$ cat config.mk
export PLATFORM = sky130hd
export DESIGN_NAME = adc_bank_unpacker
export DESIGN_NICKNAME = d
export VERILOG_FILES = /design/src/rtl/adcu_pkg.sv /design/src/rtl/adcu_bitacc.sv /design/src/rtl/adcu_ctrl.sv /design/src/rtl/adcu_fmt.sv /design/src/rtl/adc_bank_unpacker.sv
export SDC_FILE = /design/constraint.sdc
export NUM_CORES = 1
export LEC_CHECK = 0
export BUFFER_PORTS_ARGS = -buffer_cell sky130_fd_sc_hd__buf_2
export CORE_ASPECT_RATIO = 1.4
export CORE_UTILIZATION = 46
export DETAILED_ROUTE_END_ITERATION = 8
export GPL_ROUTABILITY_DRIVEN = 0
export PLACE_DENSITY = 0.62
export RECOVER_POWER = 100
export SLEW_MARGIN = 20
export SYNTH_ARGS = -nofsm -noshare
export SYNTH_HDL_FRONTEND = slang
export SYNTH_HIERARCHICAL = 1
export SYNTH_SLANG_ARGS = --single-unit
$ cat constraint.sdc
create_clock -name clk -period 5.51 [get_ports clk]
set_input_delay 0.2755 -clock clk [delete_from_list [all_inputs] [get_ports clk]]
set_output_delay 0.2755 -clock clk [all_outputs]
set_load 0.01 [all_outputs]
$ cat src/rtl/adcu_pkg.sv
package adcu_pkg;

    localparam int NUM_CH  = 32;
    localparam int WORD_W  = 32;
    localparam int SHORT_W = 4;
    localparam int LONG_W  = 12;
    localparam int ACC_W   = WORD_W + LONG_W;
    localparam int CH_W    = $clog2(NUM_CH);
    localparam int CNT_W   = $clog2(ACC_W + 1);

    typedef enum logic {
        ST_FLAG = 1'b0,
        ST_DATA = 1'b1
    } ustate_t;

    typedef struct packed {
        logic [ACC_W-1:0] bits;
        logic [CNT_W-1:0] fill;
    } acc_t;

    function automatic logic [CNT_W-1:0] field_len(input logic is_long);
        return is_long ? CNT_W'(LONG_W) : CNT_W'(SHORT_W);
    endfunction

endpackage

$ cat src/rtl/adcu_bitacc.sv
module adcu_bitacc
    import adcu_pkg::*;
(
    input  logic              clk,
    input  logic              rst,
    input  logic              clear,
    input  logic              push,
    input  logic [WORD_W-1:0] push_word,
    input  logic              pop,
    input  logic [CNT_W-1:0]  pop_len,
    output logic [LONG_W-1:0] head,
    output logic [CNT_W-1:0]  fill
);

    acc_t q;

    always_ff @(posedge clk) begin
        if (rst || clear) begin
            q <= '0;
        end else if (push) begin
            q.bits <= q.bits | (ACC_W'(push_word) << q.fill);
            q.fill <= q.fill + CNT_W'(WORD_W);
        end else if (pop) begin
            q.bits <= q.bits >> pop_len;
            q.fill <= q.fill - pop_len;
        end
    end

    assign head = q.bits[LONG_W-1:0];
    assign fill = q.fill;

endmodule

$ cat src/rtl/adcu_ctrl.sv
module adcu_ctrl
    import adcu_pkg::*;
(
    input  logic              clk,
    input  logic              rst,
    input  logic              word_valid,
    input  logic [WORD_W-1:0] word,
    input  logic              sample_take,
    output ustate_t           state,
    output logic [CH_W-1:0]   chan,
    output logic              cur_long,
    output logic              at_last
);

    logic [NUM_CH-1:0] width_mask;

    always_ff @(posedge clk) begin
        if (rst) begin
            state      <= ST_FLAG;
            chan       <= '0;
            width_mask <= '0;
        end else if (state == ST_FLAG) begin
            if (word_valid) begin
                width_mask <= word[NUM_CH-1:0];
                chan       <= '0;
                state      <= ST_DATA;
            end
        end else if (sample_take) begin
            if (at_last) begin
                chan  <= '0;
                state <= ST_FLAG;
            end else begin
                chan <= chan + CH_W'(1);
            end
        end
    end

    assign cur_long = width_mask[chan];
    assign at_last  = (chan == CH_W'(NUM_CH - 1));

endmodule

$ cat src/rtl/adcu_fmt.sv
module adcu_fmt
    import adcu_pkg::*;
(
    input  logic              is_long,
    input  logic [LONG_W-1:0] head,
    output logic [LONG_W-1:0] value,
    output logic [CNT_W-1:0]  need
);

    always_comb begin
        need  = field_len(is_long);
        value = is_long ? head : LONG_W'(head[SHORT_W-1:0]);
    end

endmodule

$ cat src/rtl/adc_bank_unpacker.sv
module adc_bank_unpacker
    import adcu_pkg::*;
(
    input  logic              clk,
    input  logic              rst,
    input  logic [WORD_W-1:0] in_data,
    input  logic              in_valid,
    output logic              in_ready,
    output logic [LONG_W-1:0] out_data,
    output logic [CH_W-1:0]   out_chan,
    output logic              out_last,
    output logic              out_valid,
    input  logic              out_ready
);

    ustate_t           state;
    logic [CH_W-1:0]   chan;
    logic              cur_long;
    logic              at_last;
    logic [LONG_W-1:0] head;
    logic [CNT_W-1:0]  fill;
    logic [CNT_W-1:0]  need;
    logic [LONG_W-1:0] value;
    logic              have_field;
    logic              push;
    logic              pop;

    assign have_field = (fill >= need);
    assign in_ready   = (state == ST_FLAG) || !have_field;
    assign out_valid  = (state == ST_DATA) && have_field;
    assign push       = (state == ST_DATA) && in_valid && in_ready;
    assign pop        = out_valid && out_ready;
    assign out_data   = value;
    assign out_chan   = chan;
    assign out_last   = at_last;

    adcu_ctrl u_ctrl (
        .clk         (clk),
        .rst         (rst),
        .word_valid  (in_valid),
        .word        (in_data),
        .sample_take (pop),
        .state       (state),
        .chan        (chan),
        .cur_long    (cur_long),
        .at_last     (at_last)
    );

    adcu_bitacc u_acc (
        .clk       (clk),
        .rst       (rst),
        .clear     (pop && at_last),
        .push      (push),
        .push_word (in_data),
        .pop       (pop),
        .pop_len   (need),
        .head      (head),
        .fill      (fill)
    );

    adcu_fmt u_fmt (
        .is_long (cur_long),
        .head    (head),
        .value   (value),
        .need    (need)
    );

endmodule

# Word level (Yosys, flattened, before mapping)
# Index checks and enable logic that the tools add are counted.
[word_totals] register_bits=88 wordCells=42
[op_classes] add_sub_neg=3 n_lt_le_gt_ge=2 n_eq_ne=2 shifts=2 n_mux=14 bitwise=2 n_reduce_logical=12
[ops] cell="50-bit 2-to-1 mux" n=2
[ops] cell="44-bit OR" n=1
[ops] cell="32-bit by 6-bit left shift with 44-bit output" n=1
[ops] cell="44-bit by 4-bit >> shifter with 44-bit output" n=1
[ops] cell="5-bit 2-to-1 mux" n=4
[ops] cell="12-bit 2-to-1 mux" n=1
[ops] cell="6-bit adder (second input constant)" n=1
[ops] cell="6-bit >= comparator" n=1
[ops] cell="5-bit by 6-bit less-than comparator with 1-bit output (second input constant)" n=1
[ops] cell="6-bit by 4-bit subtractor with 6-bit output" n=1
[ops] cell="5-bit by 1-bit adder with 5-bit output (second input constant)" n=1
[ops] cell="1-bit binary-select mux with 5-bit select" n=1
[ops] cell="5-bit equality test (second input constant)" n=1
[ops] cell="1-bit logical AND" n=5
[ops] cell="1-bit 2-to-1 mux" n=5
[ops] cell="4-bit 2-to-1 mux" n=1
[ops] cell="2-bit AND reduction" n=2
[ops] cell="2-bit nonzero test" n=2
[ops] cell="1-bit logical OR" n=2
[ops] cell="2-bit != test (second input constant)" n=1
[ops] cell="1-bit zero test" n=1
[ops] cell="1-bit NOT" n=1

# Depth between registers and ports, before layout
# Gate-level depths: netlist of the first run.
[depth] depth_word=8 mapped_depth=21 depth_no_buf=16

# Cells and area by module
# The synthesis of the first run kept the hierarchy.
[modules_own_cells] module="adcu_bitacc" n_inst=1 cells_each=902 area_per_inst_um2=7420.9
[modules_own_cells] module="adcu_ctrl" n_inst=1 cells_each=213 area_per_inst_um2=1699.1
[modules_own_cells] module="adc_bank_unpacker" n_inst=1 cells_each=25 area_per_inst_um2=188.9
[modules_own_cells] module="adcu_fmt" n_inst=1 cells_each=20 area_per_inst_um2=132.6

# Worst setup path after synthesis of the first run
# OpenSTA, ideal clock, no wires.
[synth_timing] kind="reg-to-reg" from="reg u_ctrl.chan[1]" to="reg u_acc/fill[5] (netlist name)" setup_ps=70 arrival_ps=3888 required_ps=5440 slack_ps=1551 stages_incl_launch_ff=19 n_path_buf=7 synth_period_minus_slack_ps=3959 cell_sequence="dfxtp_1 > buf_6 > buf_12 > mux2i_1 > a22oi_1 > nand3_1 > nand2_1 > or3_1 > buf_4 > buf_2 > inv_2 > clkbuf_1 > buf_2 > buf_2 > ha_1 > a21boi_0 > or4_1 > a31o_2 > a21oi_1"
[synth_via] elab_chain_cells=8 word_cells_on_any_way=16 cone_classes="1 x add/sub; 1 x order compare; 1 x eq/ne; 5 x mux; 8 x reduce/logical"
[synth_lines] item="from (decl)" line="adcu_ctrl.sv:10" text="output logic [CH_W-1:0] chan,"
[synth_lines] item="from (signal assigned)" line="adcu_ctrl.sv:33" text="chan <= chan + CH_W'(1);"
[synth_lines] item="1-bit binary-select mux with 5-bit select *" line="adcu_ctrl.sv:38" text="assign cur_long = width_mask[chan];"
[synth_lines] item="1-bit 2-to-1 mux (implied by the code) *" line="adcu_ctrl.sv:38"
[synth_lines] item="named net cur_long" line="adc_bank_unpacker.sv:18" text="logic cur_long;"
[synth_lines] item="4-bit 2-to-1 mux *" line="adcu_pkg.sv:22" text="return is_long ? CNT_W'(LONG_W) : CNT_W'(SHORT_W);"
[synth_lines] item="named net need[3]" line="adc_bank_unpacker.sv:22" text="logic [CNT_W-1:0] need;"
[synth_lines] item="6-bit >= comparator" line="adc_bank_unpacker.sv:28" text="assign have_field = (fill >= need);"
[synth_lines] item="1-bit zero test or 1-bit logical AND (tied branches)" line="adc_bank_unpacker.sv:29, adc_bank_unpacker.sv:30"
[synth_lines] item="1-bit logical OR or 1-bit logical AND (tied branches)" line="adc_bank_unpacker.sv:29, adc_bank_unpacker.sv:32"
[synth_lines] item="1-bit logical AND (on tied branches)" line="adc_bank_unpacker.sv:31, adc_bank_unpacker.sv:52"
[synth_lines] item="50-bit 2-to-1 mux (tied with other cells)" line="adcu_bitacc.sv:20" text="end else if (push) begin"
# The timed path passes the listed nets; every way through them passes the cells marked *. The select of a mux whose other input is x is not followed.
# A chain may end at the register's enable or synchronous reset.

# Final worst setup path of the first run
[layout_timing] from="reg u_ctrl.chan[1]" to="reg u_acc/q[31] in the netlist's numbering"
[layout_via] elab_chain_cells=8 word_cells_on_any_way=16 cone_classes="1 x order compare; 1 x eq/ne; 1 x shift; 5 x mux; 8 x reduce/logical"
[layout_lines] item="1-bit binary-select mux with 5-bit select *" line="adcu_ctrl.sv:38"
[layout_lines] item="1-bit 2-to-1 mux (implied by the code) *" line="adcu_ctrl.sv:38"
[layout_lines] item="named net cur_long" line="adc_bank_unpacker.sv:18"
[layout_lines] item="4-bit 2-to-1 mux *" line="adcu_pkg.sv:22"
[layout_lines] item="6-bit >= comparator *" line="adc_bank_unpacker.sv:28"
[layout_lines] item="1-bit logical AND *" line="adc_bank_unpacker.sv:30" text="assign out_valid = (state == ST_DATA) && have_field;"
[layout_lines] item="1-bit logical AND *" line="adc_bank_unpacker.sv:32" text="assign pop = out_valid && out_ready;"
[layout_lines] item="named net pop" line="adc_bank_unpacker.sv:26" text="logic pop;"
[layout_lines] item="1-bit logical AND" line="adc_bank_unpacker.sv:52" text=".clear (pop && at_last),"
[layout_lines] item="1-bit logical OR" line="adcu_bitacc.sv:18" text="if (rst || clear) begin"
[layout_lines] item="to (decl)" line="adcu_bitacc.sv:15" text="acc_t q;"
# Marked as above.

==> results of run 1 <==
-- cells by family after synthesis --
logic type	count (synthesis)
and+or+nand+nor	393
AOI/OAI and AO/OA	301
xor gates and xnor gates	2
DFF	88
other	2
buffers and inverters	150
adders and majority gates	14
muxes	210
-- critical path: cells and delay by family, from the launching register on --
family	cells	cell delay [ns]
AOI/OAI and AO/OA	4	0.76
adders and majority gates	1	0.14
buffers and inverters	3	0.92
DFF	1	0.31
muxes	1	0.23
and+or+nand+nor	7	2.39
-- metal layers --
metal / vias up / wire length (um)
met5: - / 0
li1: 4226 / -
met1: 4515 / 13300
met4: 0 / 2900
met3: 151 / 2580
met2: 583 / 17300
-- final cells by class --
| class | count | area [um2] | share of cell area, % |
|---|---|---|---|
| inverter | 21 | 78.8 | 0.807 |
| timing repair buffer | 72 | 370 | 3.79 |
| sequential | 88 | 1770 | 18.1 |
| clock buffer | 12 | 256 | 2.63 |
| clock inverter | 4 | 52.6 | 0.538 |
| tap | 252 | 315 | 3.23 |
| multi-input combinational | 925 | 6930 | 70.9 |
-- power groups by stage --
| stage | logic, mW | clock network [mW] | registers [mW] |
|---|---|---|---|
| 3_3_place_gp | 0.427 | 0 | 0.719 |
| 4_1_cts | 0.431 | 0.657 | 0.704 |
| 6_report | 0.458 | 0.657 | 0.707 |
| 3_5_place_dp | 0.429 | 0 | 0.719 |
| 5_1_grt | 0.485 | 0.681 | 0.708 |
| 2_1_floorplan | 0.334 | 0 | 0.698 |
-- flip-flops by register name, indices dropped and copies added (netlist names) --
name	count
u_acc/q	32
u_ctrl/width_mask	32
u_acc/head	12
u_acc/fill	6
u_ctrl/chan	5
u_ctrl/state	1
-- stage by stage --
stage	setup slack (ns)	std cells	instance area, um2
after CTS	0.996	1374	9800
after floorplan	1.55	1163	9450
final	0.695	1374	9770
after global routing	0.411	1374	9770
after detailed placement	1.04	1358	9490
after global placement	1.12	1358	9490
-- layout by cell type (no fill, tap or decap), drive strengths merged, types with 32 or more instances in the layout --
cell      n
a21oi    98
buf      52
clkbuf   32
dfxtp    88
mux2     61
mux2i    90
mux4     59
nand2   186
nor2     77
o21ai    46
-- worst max-delay path by stage --
stage,startpoint,to,slack [ns],cells past startpoint
3_3_place_gp,u_ctrl/chan[1],u_acc/q[34],1.12,15
3_5_place_dp,u_ctrl/chan[1],u_acc/q[28],1.04,17
4_1_cts,u_ctrl/chan[1],u_acc/q[28],1.0,17
6_report,u_ctrl/chan[1],u_acc/q[31],0.69,16
5_1_grt,u_ctrl/chan[1],u_acc/head[10],0.41,18
2_1_floorplan,u_ctrl/chan[1],u_acc/fill[5],1.55,18
==> results.ini, run 1 <==
[global_routing]
grt_overflow = 0
use_met2_pct = 58.1
grt_pass1_wl_um = 54500
track_usage_pct = 34.9
globalRouteMet1Util_pct = 41.4
grtUsageMet3_pct = 4.38
grt_pass1_vias = 8989
grt_max_degree = 62
top_usage_layer = met2
antenna_found_initial = 0

[routing]
vias = 9475
routed_wl_um = 36100
routedWlPerCell_um = 26.3
vias_per_cell = 6.90
first_pass_iters = 6
drc = 0
final_antenna_net_count = 0
drtIter0Drc = 1013

[finish]
final_nets = 1167
antenna_cells = 0
syn2layout_area_growth_pct = 3.43
drive_gt1_share_pct = 17.2
post-route-util_pct = 48.8
fillers = 2053

[critical_path]
cp.required_ns = 5.78
startpoint_type = flip-flop
rrSetupSlack_ns = 0.69
crit_top_cell = nand4_1
reg2reg_depth = 16
worstReg2RegEnd = u_acc/q[31]
rr_startpoint = u_ctrl/chan[1]
path_class = reg -> reg
slowest_delay_ns = 0.54
cp.arrival_ns = 5.09
path_max_fanout = 21
crit_chain = buf_4 > mux2i_1 > a22oi_1 > nand4_1 > a21oi_1 > or3_2 > inv_1 > ha_1 > nand4_1 > o221ai_1 > and3_1 > nand2b_1 > nor3_1 > clkbuf_1 > nand3_1 > a31oi_1
end_kind = flip-flop
crit_slowest_cell = clkbuf_1

[yosys]
syn-instance-count = 1160
muxShareOfSynthArea_pct = 31.1
synth_area_leaders = dfxtp_1 19%, mux4_2 14%, mux2i_1 9.5%
synth_edf_count = 0
synth-seq-cells = 88
synth_common_cells = 186 x nand2_1, 97 x a21oi_1, 90 x mux2i_1
synth_warnings = 6
synthArstFlopShare_pct = 0
ys_seq_area_share_pct = 18.7
yosys.cell_types.count = 78
synth.top_cell.area_share_pct = 18.7
synth_area_per_cell_um2 = 8.14
synth_compound_area_share_pct = 21.1
syn_area_um2 = 9440
synthXorXnorAreaFrac_pct = 0.186
synth_fa_ha_area_share_pct = 1.93
synth_top_family_by_area = multiplexers
yosysMostFrequentCell = nand2_1
synthFlopType = dfxtp_1
synth_largest_area_cell = dfxtp_1
yosys.area_share.simple_pct = 18.8

[min_path]
hold_class = in -> reg
hp-start = in_data[27]
whs_path_depth = 3
worst_hold_path.endpoint = u_ctrl/width_mask[27]

[power]
p_leak_nw = 3.43
p_sw_share_pct = 33.3
power_density_nw_per_um2 = 187
power.total_mw = 1.82
p_int_mw = 1.22
p_sw_mw = 0.607
ir_drop_mv = 0.162
pwr-share-seq_pct = 38.8
comb_power_share_pct = 25.1
clkPwrFrac_pct = 36.1

[sta]
setup_viol = 0
hold_viol = 0
worst_pin_slew_ns = 1.26
post-route-period-util_pct = 87.4
holdWs_ns = 0.198
fmax_mhz = 208
rsz0062_at_grt = no
setup-tns-final_ns = 0
fin_crit_ns = 4.82
report.final.slew_viol_count = 0
skew_ns = 0.0119
slew_headroom_pct = 15.4

[clock_tree]
cts_resized = 0
cts_setup_buffers = 0
clkLatencyLatePin_ns = 0.36
clkSinkCount = 88
clock-root-buffer = clkbuf_16
holdBufCountCts = 0
clk_path_buf_depth = 2
cts.htree.levels = 3
clk_pin_slew_ns = 0.07
cts_tree = built
cts-buffers-inserted = 9

[die]
initial_utilization_pct = 47.2
placementRows = 61
pin_count = 56
die_width_um = 123
die-area_um2 = 21100
core_um2 = 20000
die_h_um = 172

[placement]
hpwl_um = 26800
portBuffers = 55

[run_status]
status = finished, final reports clean

[job]
drv_cap = 0

Note: power is estimated with default switching activity, not from simulation.
==> run 2, diff against run 1 <==
--- a/config.mk
+++ b/config.mk
@@ -7,13 +7,12 @@
 export LEC_CHECK = 0
 export BUFFER_PORTS_ARGS = -buffer_cell sky130_fd_sc_hd__buf_2
 export CORE_ASPECT_RATIO = 1.4
-export CORE_UTILIZATION = 46
+export CORE_UTILIZATION = 40
 export DETAILED_ROUTE_END_ITERATION = 8
 export GPL_ROUTABILITY_DRIVEN = 0
-export PLACE_DENSITY = 0.62
+export PLACE_DENSITY = 0.59
 export RECOVER_POWER = 100
 export SLEW_MARGIN = 20
 export SYNTH_ARGS = -nofsm -noshare
 export SYNTH_HDL_FRONTEND = slang
-export SYNTH_HIERARCHICAL = 1
 export SYNTH_SLANG_ARGS = --single-unit
==> constraint.sdc (replaced) <==
create_clock -name clk -period 4.3 [get_ports clk]
set_input_delay 0.215 -clock clk [delete_from_list [all_inputs] [get_ports clk]]
set_output_delay 0.215 -clock clk [all_outputs]
set_load 0.01 [all_outputs]
==> run 2 against run 1 <==
  * The flow now finishes with violations (capacitance limit, slew limit)
  * Largest cell class unchanged
  * Via count fell by 54%
  * Register-to-register slack got worse by 0.36 ns
  * Largest power group unchanged
  * Sequential power rose by 31%
==> results.ini, run 2 <==
[clock_tree]
cts_resized = 0  ; unchanged
clk_pin_slew_ns = 0.07  ; about the same
cts_setup_buffers = 0  ; unchanged
cts.htree.levels = 3  ; unchanged
clkLatencyLatePin_ns = 0.35  ; about the same
cts_tree = built
clock-root-buffer = clkbuf_16
clkSinkCount = 86  ; -2.3%
cts-buffers-inserted = 9  ; unchanged
clk_path_buf_depth = 2  ; unchanged
holdBufCountCts = 0  ; unchanged

[power]
power_density_nw_per_um2 = 396  ; +110%
comb_power_share_pct = 18.6  ; -6.5 points
power.total_mw = 2.11  ; +16%
p_sw_share_pct = 30.1  ; -3.2 points
ir_drop_mv = 0.228  ; +41%
p_int_mw = 1.47  ; +21%
clkPwrFrac_pct = 37.6  ; +1.5 points
p_leak_nw = 1.92  ; -44%
pwr-share-seq_pct = 43.8  ; +5.0 points
p_sw_mw = 0.635  ; +4.7%

[critical_path]
path_max_fanout = 23  ; +9.5%
slowest_delay_ns = 0.53  ; about the same
crit_chain = buf_4 > mux2i_1 > nand3_1 > nand3_1 > and4_4 > ha_1 > ha_1 > nor4b_4 > and3b_2 > a21oi_2 > o21ai_0 > a22oi_1
worst-path-buf-inv = 1  ; -2
crit_slowest_cell = a21oi_2
critPathTopFamily = simple AND/OR/NAND/NOR gates
cp.required_ns = 4.57  ; -1.21 ns
end_kind = flip-flop
path_class = reg -> reg
cp.arrival_ns = 4.24  ; -0.85 ns
startpoint_type = flip-flop

[routing]
met2WireLength_um = 7230  ; -58%
first_pass_iters = 5  ; -1
top_layer = met4
routedWlPerCell_um = 18.4  ; -30%
wl_met3_um = 481  ; -81%
vias_per_cell = 5.75  ; -17%
vias = 4314  ; -54%
final_antenna_net_count = 0  ; unchanged
wl_met1_um = 5680  ; -57%
drc = 0  ; unchanged
routed_wl_um = 13800  ; -62%
drtIter0Drc = 318  ; -69%

[finish]
seq_area_um2 = 1720  ; -2.4%
syn2layout_area_growth_pct = 10.8
post-route-util_pct = 45.3  ; -3.5 points
multi_input_area_um2 = 2750  ; -60%
layout_commonest_cell = nand2_1
drive_gt1_share_pct = 14.1  ; -3.1 points
final_cell_mix = 112 x nand2_1, 85 x dfxtp_1, 75 x mux2i_1
antenna_cells = 0  ; unchanged
instances_no_fill = 750  ; -45%
final_nets = 639  ; -45%
fillers = 1227  ; -40%

[sta]
rsz0062_at_grt = no
post-route-period-util_pct = 92.2  ; +4.8 points
hold_viol = 0  ; unchanged
fmax_mhz = 252  ; +21%
report.final.slew_viol_count = 36  ; +36
skew_ns = 0.00726  ; -0.00464 ns
setup-tns-final_ns = 0  ; unchanged
worst_pin_slew_ns = 1.51  ; +0.253 ns
setup_viol = 0  ; unchanged
fin_crit_ns = 3.96  ; -0.850 ns
slew_headroom_pct = -0.840  ; -16 points

[yosys]
synth-seq-cells = 86  ; -2.3%
synthFlopType = dfxtp_1
synth_edf_count = 0  ; unchanged
syn-instance-count = 576  ; -50%
synth_area_per_cell_um2 = 8.35  ; +2.5%
synth.top_cell.area_share_pct = 35.8  ; +17 points
synth_warnings = 0  ; -6
synth_nets = 617
yosysMostFrequentCell = nand2_1
syn_area_um2 = 4810  ; -49%
synthArstFlopShare_pct = 0  ; unchanged
ys_seq_area_share_pct = 35.8  ; +17 points
synth_common_cells = 112 x nand2_1, 86 x dfxtp_1, 75 x mux2i_1
synth_largest_area_cell = dfxtp_1
yosys.cell_types.count = 46  ; -41%
synth_area_leaders = dfxtp_1 36%, mux2i_1 16%, nand2_1 8.7%

[placement]
hpwl_um = 9710  ; -64%
dpl.cell_count = 734  ; -46%
portBuffers = 55  ; unchanged

[die]
die-area_um2 = 12500  ; -41%
initial_utilization_pct = 40.9  ; -6.3 points
pin_count = 56  ; unchanged
core_um2 = 11800  ; -41%
die_width_um = 94.7  ; -23%
placementRows = 47  ; -23%
die_h_um = 132  ; -23%

[global_routing]
grt_overflow = 0  ; unchanged
antenna_found_initial = 0  ; unchanged
grt_pass1_wl_um = 21800  ; -60%
track_usage_pct = 23.0  ; -12 points
grt_max_degree = 48  ; -23%
grt_pass1_vias = 4194  ; -53%

[job]
drv_cap = 1  ; +1

[run_status]
status = complete, but fails checks
violations = capacitance limit, slew limit

[min_path]
hold_class = in -> reg

## run 2: kinds of logic (layout without fill, tap and decap cells)
logic type	count (synthesis)	after routing	share of synthesized area, %
adder cells (fa/ha/maj)	5	5	1.46
AND/OR/NAND/NOR	198	198	18.3
buffers and inverters	58	85	7.03
XOR/XNOR	2	2	0.364
multiplexers	83	83	17.5
flip-flops	86	86	35.8
AO/OA/AOI/OAI	144	144	19.5
## run 2: per-stage QoR
stage                     area, um2  worst slack, ns  hold WS (ns)
after detailed placement       5050            0.429         0.450
after floorplan                4810            0.954         0.351
after CTS                      5350            0.372         0.127
final                          5330            0.335         0.139
after global placement         5050            0.480         0.444
after global routing           5330           0.0235         0.146
## run 2: cell type report
cell class	instances	share of cell area, %
inverter	4	0.517
clock inverter	7	1.39
multi-input combinational	432	51.6
clock buffer	9	4.23
tap	147	3.45
timing repair buffer	65	6.43
sequential	86	32.3
## run 2: power by group through the flow
stage	Sequential, mW	Clock (mW)	Combinational, mW
after floorplan	0.915	0	0.310
after global placement	0.940	0	0.388
after detailed placement	0.940	0	0.393
after CTS	0.922	0.803	0.395
after global routing	0.929	0.847	0.434
final	0.924	0.794	0.393
## run 2: final timing paths
check,startpoint,endpoint,slack [ns],depth (start not counted)
setup reg to reg,u_ctrl.chan[1],u_acc.head[8],0.34,12
hold / removal,in_data[10],u_ctrl.width_mask[10],0.14,3
hold reg to reg,u_ctrl.width_mask[25],u_ctrl.width_mask[25],0.46,2
setup / recovery,u_ctrl.chan[1],u_acc.head[8],0.34,12
## run 2: per-layer routing
metal / vias up / GRT usage, %
met5: - / 0
met3: 26 / 4.46
met1: 2078 / 26.8
li1: 2102 / -
met2: 108 / 39.7
met4: 0 / 10.4
## run 2: worst reg2reg max path, delay by kind of cell (launching register included)
kind	cells	cell delay, ns
AO/OA/AOI/OAI	3	0.91
adder cells (fa/ha/maj)	2	0.54
buffers and inverters	1	0.32
flip-flops	1	0.46
multiplexers	1	0.22
AND/OR/NAND/NOR	5	1.43
==> run 3, diff against run 2 <==
--- a/config.mk
+++ b/config.mk
@@ -5,6 +5,7 @@
 export SDC_FILE = /design/constraint.sdc
 export NUM_CORES = 1
 export LEC_CHECK = 0
+export ABC_AREA = 1
 export BUFFER_PORTS_ARGS = -buffer_cell sky130_fd_sc_hd__buf_2
 export CORE_ASPECT_RATIO = 1.4
 export CORE_UTILIZATION = 40
==> run 3 against run 2 <==
  * Largest power group unchanged
  * Non-clock buffer count is 2 higher
  * Utilization up 0.28 points
  * Critical path depth grew 8
  * Sequential share of layout area is 2.1 points lower
  * Sequential cell count did not move
  * Die area up 7.5%
  * Cell count is 32% higher
  * Critical path type unchanged
  * Fmax up 12%
  * Clock skew is 0.0018 ns higher
  * The run still ends with capacitance limit, slew limit left
  * Sequential power grew 1%
  * Clock-buffer cell count rose by 4
  * Total power up 7.6%
==> results.ini, run 3 <==
[run_status]
status = complete, but fails checks
violations = capacitance limit, slew limit

[placement]
portBuffers = 55  ; unchanged
dp_slack_ns = 0.904  ; +0.475 ns
hpwl_um = 11500  ; +19%

[critical_path]
path_max_fanout = 23  ; unchanged
cp.required_ns = 4.54  ; -0.03 ns
cp.arrival_ns = 3.79  ; -0.45 ns
end_kind = flip-flop
startpoint_type = flip-flop
path_class = reg -> reg

[clock_tree]
clk_path_buf_depth = 2  ; unchanged
cts_tree = built
cts.htree.levels = 3  ; unchanged
clk_pin_slew_ns = 0.06  ; about the same
cts-buffers-inserted = 9  ; unchanged
clock-root-buffer = clkbuf_16
cts_setup_buffers = 0  ; unchanged
cts_resized = 0  ; unchanged
clkLatencyLatePin_ns = 0.34  ; about the same
holdBufCountCts = 0  ; unchanged
clkSinkCount = 86  ; unchanged

[finish]
syn2layout_area_growth_pct = 10.0
layout_commonest_cell = nand2_1
antenna_cells = 0  ; unchanged
final_cell_mix = 192 x nand2_1, 90 x inv_1, 86 x o21ai_0, 86 x dfxtp_1, 76 x nor2_1
final_nets = 877  ; +37%
drive_gt1_share_pct = 11.2  ; -2.9 points
post-route-util_pct = 45.6  ; +0.28 points

[die]
core_um2 = 12500  ; +6.2%
die_h_um = 137  ; +3.7%
die_width_um = 98.1  ; +3.7%
initial_utilization_pct = 41.4  ; +0.56 points
die-area_um2 = 13400  ; +7.5%
pin_count = 56  ; unchanged
placementRows = 48  ; +2.1%

[yosys]
synth_nets = 850  ; +38%
synth_compound_area_share_pct = 19.7  ; +0.18 points
synthXorXnorAreaFrac_pct = 0.169  ; -0.20 points
muxShareOfSynthArea_pct = 1.35  ; -16 points
synth_fa_ha_area_share_pct = 1.35  ; -0.10 points
synthArstFlopShare_pct = 0  ; unchanged
synth_largest_area_cell = dfxtp_1
syn-instance-count = 809  ; +40%
synth_warnings = 0  ; unchanged
synth.top_cell.area_share_pct = 33.3  ; -2.6 points
synth-seq-cells = 86  ; unchanged
synth_common_cells = 192 x nand2_1, 88 x inv_1, 86 x dfxtp_1
syn_area_um2 = 5180  ; +7.7%
synth_area_per_cell_um2 = 6.40  ; -23%
yosys.area_share.simple_pct = 30.8  ; +12 points
yosys.cell_types.count = 32  ; -30%
synth_edf_count = 0  ; unchanged
synthFlopType = dfxtp_1
synth_area_leaders = dfxtp_1 33%, nand2_1 14%, o21ai_0 8.2%
synth_top_family_by_area = simple AND/OR/NAND/NOR gates
yosysMostFrequentCell = nand2_1
ys_seq_area_share_pct = 33.3  ; -2.6 points

[global_routing]
track_usage_pct = 23.5  ; +0.56 points
antenna_found_initial = 0  ; unchanged
grt_max_degree = 61  ; +27%
grt_pass1_wl_um = 24900  ; +14%
grt_overflow = 0  ; unchanged
grt_pass1_vias = 5161  ; +23%

[sta]
layout_setup_ws_ns = 0.749  ; +0.414 ns
setup-tns-final_ns = 0  ; unchanged
report.final.slew_viol_count = 47  ; +31%
skew_ns = 0.00903  ; +0.00178 ns
slew_headroom_pct = -9.56  ; -8.7 points
setup_viol = 0  ; unchanged
fin_crit_ns = 3.55  ; -0.414 ns
worst_pin_slew_ns = 1.64  ; +0.131 ns
fmax_mhz = 282  ; +12%
rsz0062_at_grt = no
hold_viol = 0  ; unchanged
post-route-period-util_pct = 82.6  ; -9.6 points

[power]
p_sw_share_pct = 32.3  ; +2.1 points
ir_drop_mv = 0.183  ; -20%
p_int_mw = 1.54  ; +4.3%
comb_power_share_pct = 23.5  ; +4.9 points
clkPwrFrac_pct = 35.2  ; -2.4 points
p_leak_nw = 2.52  ; +32%
power_density_nw_per_um2 = 399  ; +0.68%
p_sw_mw = 0.733  ; +15%
pwr-share-seq_pct = 41.2  ; -2.6 points

[job]
drv_cap = 1  ; unchanged

[routing]
vias = 5300  ; +23%
drtIter0Drc = 360  ; +13%
drc = 0  ; unchanged
final_antenna_net_count = 0  ; unchanged
routed_wl_um = 15300  ; +11%
routedWlPerCell_um = 15.4  ; -16%
vias_per_cell = 5.35  ; -7.0%
first_pass_iters = 8  ; +3

[min_path]
hold_class = in -> reg

[run 3: changes by cell type in the layout (fill, tap and decap cells not counted), moves of 10 or more]
cell      delta
a311oi_1    -14
nand2_1     +80
nand3_1     +49
a22oi_1     -14
o21ai_1     +10
mux2i_1     -68
a21oi_1     +17
o21ai_0     +73
nand2_2     +11
nor2_1      +42
a211oi_1    -24
inv_1       +88
[run 3: power groups by stage]
stage               combinational (mW)  clock [mW]  sequential [mW]
floorplan                        0.416           0            0.938
global placement                 0.530           0            0.952
detailed placement               0.533           0            0.952
CTS                              0.537       0.812            0.936
global route                     0.602       0.843            0.947
finish                           0.534       0.800            0.936
[run 3: worst max-delay path, cell delays in order (launching register included)]
cell and delay, ns:
dfxtp_1 0.31, clkbuf_1 0.31, inv_1 0.23, nand3_1 0.13
nand2_1 0.06, nand2_1 0.09, nand3_4 0.13, nand2_8 0.12
inv_6 0.08, fa_1 0.40, inv_1 0.08, nor2_1 0.04
nand2_1 0.12, nand2_1 0.09, inv_1 0.09, nand2_2 0.18
o21ai_2 0.52, buf_12 0.24, a31oi_1 0.06, nand2_1 0.09
inv_1 0.04
[run 3: cells by family (layout without fill, tap and decap cells)]
logic type / Yosys count / after routing
AOI/OAI and AO/OA: 192 / 192
DFF: 86 / 86
adders and majority gates: 5 / 5
and+or+nand+nor: 370 / 370
muxes: 7 / 7
buffers and inverters: 148 / 180
xor gates and xnor gates: 1 / 1
[run 3: routing by layer]
layer | track usage (%) | wire [um] | vias up
li1 | - | - | 2667
met1 | 27.6 | 6580 | 2440
met2 | 41.4 | 7480 | 148
met3 | 3.06 | 547 | 45
met4 | 13.3 | 692 | 0
met5 | 0 | 0 | -
[run 3: worst paths after layout]
kind	cells after the start	endpoint	slack (ns)	startpoint
max	20	u_acc.q[20]	0.75	u_ctrl.chan[2]
min	2	u_ctrl.chan[4]	0.12	rst
max reg2reg	20	u_acc.q[20]	0.75	u_ctrl.chan[2]
min reg2reg	2	u_acc.q[48]	0.51	u_acc.q[48]
[run 3: cell type report]
class | count | area [um2]
clock inverter | 3 | 42.5
multi-input combinational | 575 | 2760
tap | 150 | 188
sequential | 86 | 1720
inverter | 97 | 374
clock buffer | 13 | 260
fill | 1365 | 6800
timing repair buffer | 67 | 347
[run 3: through the flow]
step	instance area (um2)	hold slack, ns	std cells	power [mW]
2_1_floorplan	5180	0.284	809	1.35
3_3_place_gp	5430	0.450	975	1.48
3_5_place_dp	5430	0.456	975	1.49
4_1_cts	5730	0.101	991	2.29
5_1_grt	5690	0.112	991	2.39
6_report	5690	0.117	991	2.27
